==> src/rtl/sadc_pkg.sv <==
package sadc_pkg;
    typedef enum logic [1:0] {
        RX_IDLE,
        RX_CMD,
        RX_HOLD
    } rx_state_e;

    typedef enum logic [1:0] {
        TX_IDLE,
        TX_ARM,
        TX_STRB,
        TX_SHIFT
    } tx_state_e;

    localparam logic [1:0] MODE_EXT_RUN = 2'b11;
endpackage

==> src/rtl/sadc_rx.sv <==
module sadc_rx
    import sadc_pkg::*;
#(
    parameter int CMD_BITS   = 8,
    parameter int FRAME_CLKS = 15,
    parameter int CH_W       = 3
) (
    input  logic            clk,
    input  logic            rst_n,
    input  logic            cs_n,
    input  logic            rise,
    input  logic            din,
    output logic            go_o,
    output logic [CH_W-1:0] chan_o,
    output logic            unipolar_o
);
    localparam int BODY_W = CMD_BITS - 1;
    localparam int CNT_W  = $clog2(FRAME_CLKS + 1);

    rx_state_e          state_q, state_d;
    logic [CNT_W-1:0]   cnt_q;
    logic [BODY_W-2:0]  body_q;
    logic [BODY_W-1:0]  body;
    logic               accept;

    // body bits: [BODY_W-1 -: CH_W] channel, then coding, input mode, mode pair
    assign body   = {body_q, din};
    assign accept = body[2] && (body[1:0] == MODE_EXT_RUN);

    always_comb begin
        state_d = state_q;
        unique case (state_q)
            RX_IDLE: if (rise && din) state_d = RX_CMD;
            RX_CMD:  if (rise && cnt_q == CNT_W'(CMD_BITS - 1))
                         state_d = accept ? RX_HOLD : RX_IDLE;
            RX_HOLD: if (rise && cnt_q == CNT_W'(FRAME_CLKS - 1))
                         state_d = RX_IDLE;
            default: state_d = RX_IDLE;
        endcase
        if (cs_n) state_d = RX_IDLE;
    end

    always_ff @(posedge clk or negedge rst_n) begin
        if (!rst_n) state_q <= RX_IDLE;
        else        state_q <= state_d;
    end

    always_ff @(posedge clk or negedge rst_n) begin
        if (!rst_n) begin
            cnt_q      <= '0;
            body_q     <= '0;
            go_o       <= 1'b0;
            chan_o     <= '0;
            unipolar_o <= 1'b0;
        end else begin
            go_o <= 1'b0;
            if (cs_n) begin
                cnt_q <= '0;
            end else if (rise) begin
                unique case (state_q)
                    RX_IDLE: cnt_q <= CNT_W'(1);
                    RX_CMD: begin
                        cnt_q  <= cnt_q + CNT_W'(1);
                        body_q <= body[BODY_W-2:0];
                        if (state_d == RX_HOLD) begin
                            go_o       <= 1'b1;
                            chan_o     <= body[BODY_W-1 -: CH_W];
                            unipolar_o <= body[3];
                        end
                    end
                    RX_HOLD: cnt_q <= cnt_q + CNT_W'(1);
                    default: cnt_q <= '0;
                endcase
            end
        end
    end

    a_r9_cs_idles_rx: assert property (@(posedge clk) disable iff (!rst_n)
        cs_n |=> state_q == RX_IDLE);
    a_r8_hold_window: assert property (@(posedge clk) disable iff (!rst_n)
        state_q == RX_HOLD |-> (cnt_q >= CNT_W'(CMD_BITS) && cnt_q <= CNT_W'(FRAME_CLKS - 1)));
    a_r3_go_from_cmd: assert property (@(posedge clk) disable iff (!rst_n)
        go_o |-> state_q == RX_HOLD);
endmodule

==> src/rtl/sadc_tx.sv <==
module sadc_tx
    import sadc_pkg::*;
#(
    parameter int RES_W = 12
) (
    input  logic             clk,
    input  logic             rst_n,
    input  logic             cs_n,
    input  logic             fall,
    input  logic             go,
    input  logic [RES_W-1:0] result_i,
    output logic             sstrb_o,
    output logic             dout_o
);
    localparam int BIT_W = $clog2(RES_W + 1);

    tx_state_e         state_q, state_d;
    logic [RES_W-1:0]  sr_q;
    logic [BIT_W-1:0]  bit_q;

    always_comb begin
        state_d = state_q;
        unique case (state_q)
            TX_IDLE:  if (go) state_d = TX_ARM;
            TX_ARM:   if (fall) state_d = TX_STRB;
            TX_STRB:  if (fall) state_d = TX_SHIFT;
            TX_SHIFT: if (fall && bit_q == BIT_W'(RES_W)) state_d = TX_IDLE;
            default:  state_d = TX_IDLE;
        endcase
        if (cs_n) state_d = TX_IDLE;
    end

    always_ff @(posedge clk or negedge rst_n) begin
        if (!rst_n) state_q <= TX_IDLE;
        else        state_q <= state_d;
    end

    always_ff @(posedge clk or negedge rst_n) begin
        if (!rst_n) begin
            sr_q    <= '0;
            bit_q   <= '0;
            dout_o  <= 1'b0;
            sstrb_o <= 1'b0;
        end else if (cs_n) begin
            bit_q   <= '0;
            dout_o  <= 1'b0;
            sstrb_o <= 1'b0;
        end else begin
            sstrb_o <= (state_d == TX_STRB);
            if (state_q == TX_IDLE && go) begin
                sr_q  <= result_i;
                bit_q <= '0;
            end else if (fall && (state_q == TX_STRB || state_q == TX_SHIFT)) begin
                if (state_d == TX_IDLE) begin
                    dout_o <= 1'b0;
                end else begin
                    dout_o <= sr_q[RES_W-1];
                    sr_q   <= {sr_q[RES_W-2:0], 1'b0};
                    bit_q  <= bit_q + BIT_W'(1);
                end
            end
        end
    end

    a_r4_strobe_one_period: assert property (@(posedge clk) disable iff (!rst_n)
        (sstrb_o && fall && !cs_n) |=> !sstrb_o);
    a_r10_dout_on_fall: assert property (@(posedge clk) disable iff (!rst_n)
        (!cs_n && !fall) |=> $stable(dout_o));
    a_r10_strobe_on_fall: assert property (@(posedge clk) disable iff (!rst_n)
        (!cs_n && !fall) |=> $stable(sstrb_o));
    a_r9_cs_clears_tx: assert property (@(posedge clk) disable iff (!rst_n)
        cs_n |=> (!sstrb_o && !dout_o && state_q == TX_IDLE));
endmodule

==> src/rtl/sadc_port.sv <==
module sadc_port #(
    parameter int CHANNELS   = 8,
    parameter int RES_W      = 12,
    parameter int CMD_BITS   = 8,
    parameter int FRAME_CLKS = 15
) (
    input  logic                      clk,
    input  logic                      rst_n,
    input  logic                      cs_n_i,
    input  logic                      sclk_i,
    input  logic                      din_i,
    input  logic [CHANNELS*RES_W-1:0] sample_i,
    output logic                      dout_o,
    output logic                      dout_oe_o,
    output logic                      sstrb_o
);
    localparam int CH_W = $clog2(CHANNELS);

    logic            sclk_q, oe_q;
    logic            rise, fall;
    logic            go;
    logic [CH_W-1:0] chan;
    logic            unipolar;
    logic [RES_W-1:0] picked, result;

    always_ff @(posedge clk or negedge rst_n) begin
        if (!rst_n) begin
            sclk_q <= 1'b0;
            oe_q   <= 1'b0;
        end else begin
            sclk_q <= sclk_i;
            oe_q   <= !cs_n_i;
        end
    end

    assign rise      = sclk_i && !sclk_q;
    assign fall      = !sclk_i && sclk_q;
    assign dout_oe_o = oe_q;

    assign picked = sample_i[chan*RES_W +: RES_W];
    assign result = unipolar ? picked : {~picked[RES_W-1], picked[RES_W-2:0]};

    sadc_rx #(
        .CMD_BITS   (CMD_BITS),
        .FRAME_CLKS (FRAME_CLKS),
        .CH_W       (CH_W)
    ) u_rx (
        .clk        (clk),
        .rst_n      (rst_n),
        .cs_n       (cs_n_i),
        .rise       (rise),
        .din        (din_i),
        .go_o       (go),
        .chan_o     (chan),
        .unipolar_o (unipolar)
    );

    sadc_tx #(
        .RES_W (RES_W)
    ) u_tx (
        .clk      (clk),
        .rst_n    (rst_n),
        .cs_n     (cs_n_i),
        .fall     (fall),
        .go       (go),
        .result_i (result),
        .sstrb_o  (sstrb_o),
        .dout_o   (dout_o)
    );

    a_r9_oe_follows_cs: assert property (@(posedge clk) disable iff (!rst_n)
        cs_n_i |=> !dout_oe_o);
endmodule

==> config.mk <==
export PLATFORM = sky130hd
export DESIGN_NAME = sadc_port
export DESIGN_NICKNAME = d
export VERILOG_FILES = /design/src/rtl/sadc_pkg.sv /design/src/rtl/sadc_rx.sv /design/src/rtl/sadc_tx.sv /design/src/rtl/sadc_port.sv
export SDC_FILE = /design/constraint.sdc
export NUM_CORES = 1
export LEC_CHECK = 0
export BUFFER_PORTS_ARGS = -buffer_cell sky130_fd_sc_hd__buf_2
export CAP_MARGIN = 10
export CORE_ASPECT_RATIO = 1.75
export CORE_MARGIN = 2
export CORE_UTILIZATION = 44
export CTS_CLUSTER_SIZE = 24
export DETAILED_ROUTE_END_ITERATION = 7
export GPL_ROUTABILITY_DRIVEN = 0
export PLACE_DENSITY = 0.74
export SLEW_MARGIN = 20
export SYNTH_ARGS = -nofsm -noshare
export SYNTH_HDL_FRONTEND = slang
export SYNTH_SLANG_ARGS = --single-unit
export TNS_END_PERCENT = 100
==> constraint.sdc <==
create_clock -name clk -period 2.1 [get_ports clk]
set_input_delay 0.105 -clock clk [delete_from_list [all_inputs] [get_ports clk]]
set_output_delay 0.105 -clock clk [all_outputs]
set_load 0.03 [all_outputs]
==> results.cfg <==
[run_status]
status = completed

[timing]
skew_ns = 0.0110
maxSlewHeadroom_pct = 43.2
min_period_ns = 2.03
grt_setup_unrepaired = no
worst_slew_pin_slew_ns = 0.852
max_freq_mhz = 493
fin_crit_sh_pct = 96.6
fin_tns_setup_ns = 0
finalMaxSlewViolations = 0
final_hold_viol_count = 0
setup_ws_ns = 0.0715
setup_viol = 0

[clock_network]
cts.sinks = 39
ctsHtreeMaxLevel = 2
numCtsBuffers = 5
cts_buffer_depth = 2
cts_root_buffer = clkbuf_8
clkSlewWorstSetupHoldPaths_ns = 0.09
clk_latency_ns = 0.30
cts_tree = yes

[yosys]
yosysSeqAreaShare_pct = 37.2
synth_flop_cell = dfrtp_1
syn_inst = 235
ys_ff_latch = 39
ys_types = 43
syn_area_sq_um = 2620
yosysTopAreaCell = dfrtp_1
syn_nets = 344
yosys_warnings = 0
synth_top_area_share_pct = 37.2
synth_area_leaders = dfrtp_1 37%, mux4_2 21%, mux2i_1 5.0%
post_synth.cell_area_avg_sq_um = 11.2
async_reset_ff_share_pct = 100
synth_enable_flop_cells = 0
yosysMostFrequentCell = dfrtp_1
synth_common_cells = 39 x dfrtp_1, 28 x nand2_1, 25 x o21ai_0

[critical_path]
max_stage_delay_ns = 0.39
slowest_stage = dfrtp_1
reg2reg_depth = 6
endpoint_kind = register
crit_fanout = 5
worstSetupStartpointType = register
worstPathArrival_ns = 2.21
path_class = register to register
cp.depth = 6
crit_chain = buf_4 -> ha_1 -> or2_2 -> a311oi_2 -> nand3b_4 -> mux2_4
path_delay_family = simple AND/OR/NAND/NOR gates
cp.buffers_inverters = 1
required_ns = 2.28

[detailed_routing]
drc = 0
drt-vias-per-instance = 5.36
drt_iter0_drc = 54
num_vias = 2241
drt_pass1_iterations = 4
wl_per_cell_um = 14.8
postRouteAntennaNets = 0
drt_wl_total_mm = 6.18

[power]
vdd_drop_max_mv = 0.521
total_power_w = 0.00172
power_density_nw_per_um2 = 506
p_leak_nw = 1.59

[global_route]
grt_max_degree = 40
grt_pass1_wl_mm = 10.8
overflow = 0
grt_pass1_vias = 2487
grt_usage_pct = 20.2
antenna_found_initial = 0

[layout]
final_nets = 448
final_layout_size_suffix_gt1_share_pct = 47.4
utilization_pct = 58.4
num_antenna_cells = 0
area_growth_pct = 29.9
seq_area_sq_um = 976
fin_area_sq_um = 3410
nFillCells = 528
multi_input_area_sq_um = 1560

[place]
post_dp_cell_area_sq_um = 3230
dp.final_hpwl_mm = 4.98
io_buffers = 103
place_ws_ns = 0.0652

[worst_hold_path]
worstHoldPathType = primary input to register
hold_path_depth = 2

[floorplan]
chipHeight_um = 106
fp.coreArea_sq_um = 5830
dieArea_sq_um = 6620
num_rows = 37
start_util_pct = 45.0
io_pins = 104
die_w_um = 62.4

[job]
cap_violations = 0
[worst register-to-register path: stages (launching register included)]
cell and delay, ns:
dfrtp_1 0.39, buf_4 0.14, ha_1 0.20, or2_2 0.31, a311oi_2 0.32, nand3b_4 0.24
mux2_4 0.31
[cell families (layout without fill, tap and decap cells)]
family | after synthesis | in the layout | share of synthesized area, %
compound gates | 46 | 46 | 10.2
buf+inv | 26 | 131 | 4.01
fa+ha+maj | 8 | 8 | 3.82
mux | 47 | 47 | 30.4
simple gates | 65 | 65 | 13.0
flops | 39 | 39 | 37.2
xor+xnor | 4 | 4 | 1.34
[power by group]
group	total (W)	internal, W	leakage (nW)	switching (W)
clock	0.000754	0.000475	0.0654	0.000278
combinational	0.000201	0.000122	0.983	0.0000786
sequential	0.000770	0.000761	0.538	0.00000895
total	0.00172	0.00136	1.59	0.000366
[per-stage QoR]
| step | instances | hold slack (ns) |
|---|---|---|
| 5_1_grt | 418 | 0.0999 |
| 3_5_place_dp | 407 | 0.268 |
| 2_1_floorplan | 235 | -0.191 |
| 4_1_cts | 417 | 0.0865 |
| 3_3_place_gp | 407 | 0.260 |
| 6_report | 418 | 0.0914 |
[final cells by class]
class	instances	area share [%]
Clock buffer	6	2.13
Clock inverter	2	1.76
Sequential cell	39	28.6
Inverter	10	1.10
Timing Repair Buffer	113	17.8
Multi-Input combinational cell	170	45.7
Tap cell	78	2.86
[path summary, 6_finish.rpt]
kind	startpoint	endpoint	slack, ns
max in group asynchronous	rst_n	u_tx.sr_q[6]$_DFFE_PN0P_	1.11
min	din_i	u_rx.body_q[0]$_DFFE_PN0P_	0.09
max reg2reg	u_rx.state_q[1]$_DFF_PN0_	u_rx.chan_o[2]$_DFFE_PN0P_	0.07
min reg2reg	u_tx.sr_q[5]$_DFFE_PN0P_	u_tx.sr_q[5]$_DFFE_PN0P_	0.48
min in group asynchronous	rst_n	u_rx.chan_o[1]$_DFFE_PN0P_	0.45
max	u_rx.state_q[1]$_DFF_PN0_	u_rx.chan_o[2]$_DFFE_PN0P_	0.07
[what timing repair did]
item | CTS | global route
hold buffers | 2 | 0
setup endpoints to repair | 0 | 4
buffers inserted | 0 | 1
resized for setup | 0 | 3
hold endpoints to repair | 40 | 0
[layout by cell type, fill, tap and decap left out, drive strengths merged, types with 2 or more instances in the layout]
master / count
mux2i: 13
buf: 111
xor2: 3
nand2: 28
dfrtp: 39
bufinv: 2
and3b: 2
nor2: 8
and3: 2
nor3: 8
nor2b: 3
mux4: 24
nand3b: 4
inv: 10
a311oi: 2
a31oi: 3
mux2: 10
a21oi: 10
clkbuf: 6
ha: 8
dlygate4sd3: 2
o21ai: 26
[sequential cells by signal (all words and copies together), names as in the netlist]
| register | flops |
|---|---|
| u_tx.dout_o | 1 |
| sclk_q | 1 |
| u_tx.bit_q | 4 |
| u_rx.go_o | 1 |
| u_rx.chan_o | 3 |
| u_tx.sr_q | 12 |
| u_rx.unipolar_o | 1 |
| u_tx.sstrb_o | 1 |
| u_rx.state_q | 2 |
| u_tx.state_q | 2 |
| u_rx.body_q | 6 |
| u_rx.cnt_q | 4 |
| dout_oe_o | 1 |
[layer usage]
layer	track usage (%)	vias up	part of all wire, %
met4	6.19	0	1.4
met1	21.0	1078	36
met2	40.2	82	57
li1	-	1074	-
met5	0	-	0
met3	3.60	7	5.3
No activity file was read; power rests on OpenSTA's default activity.
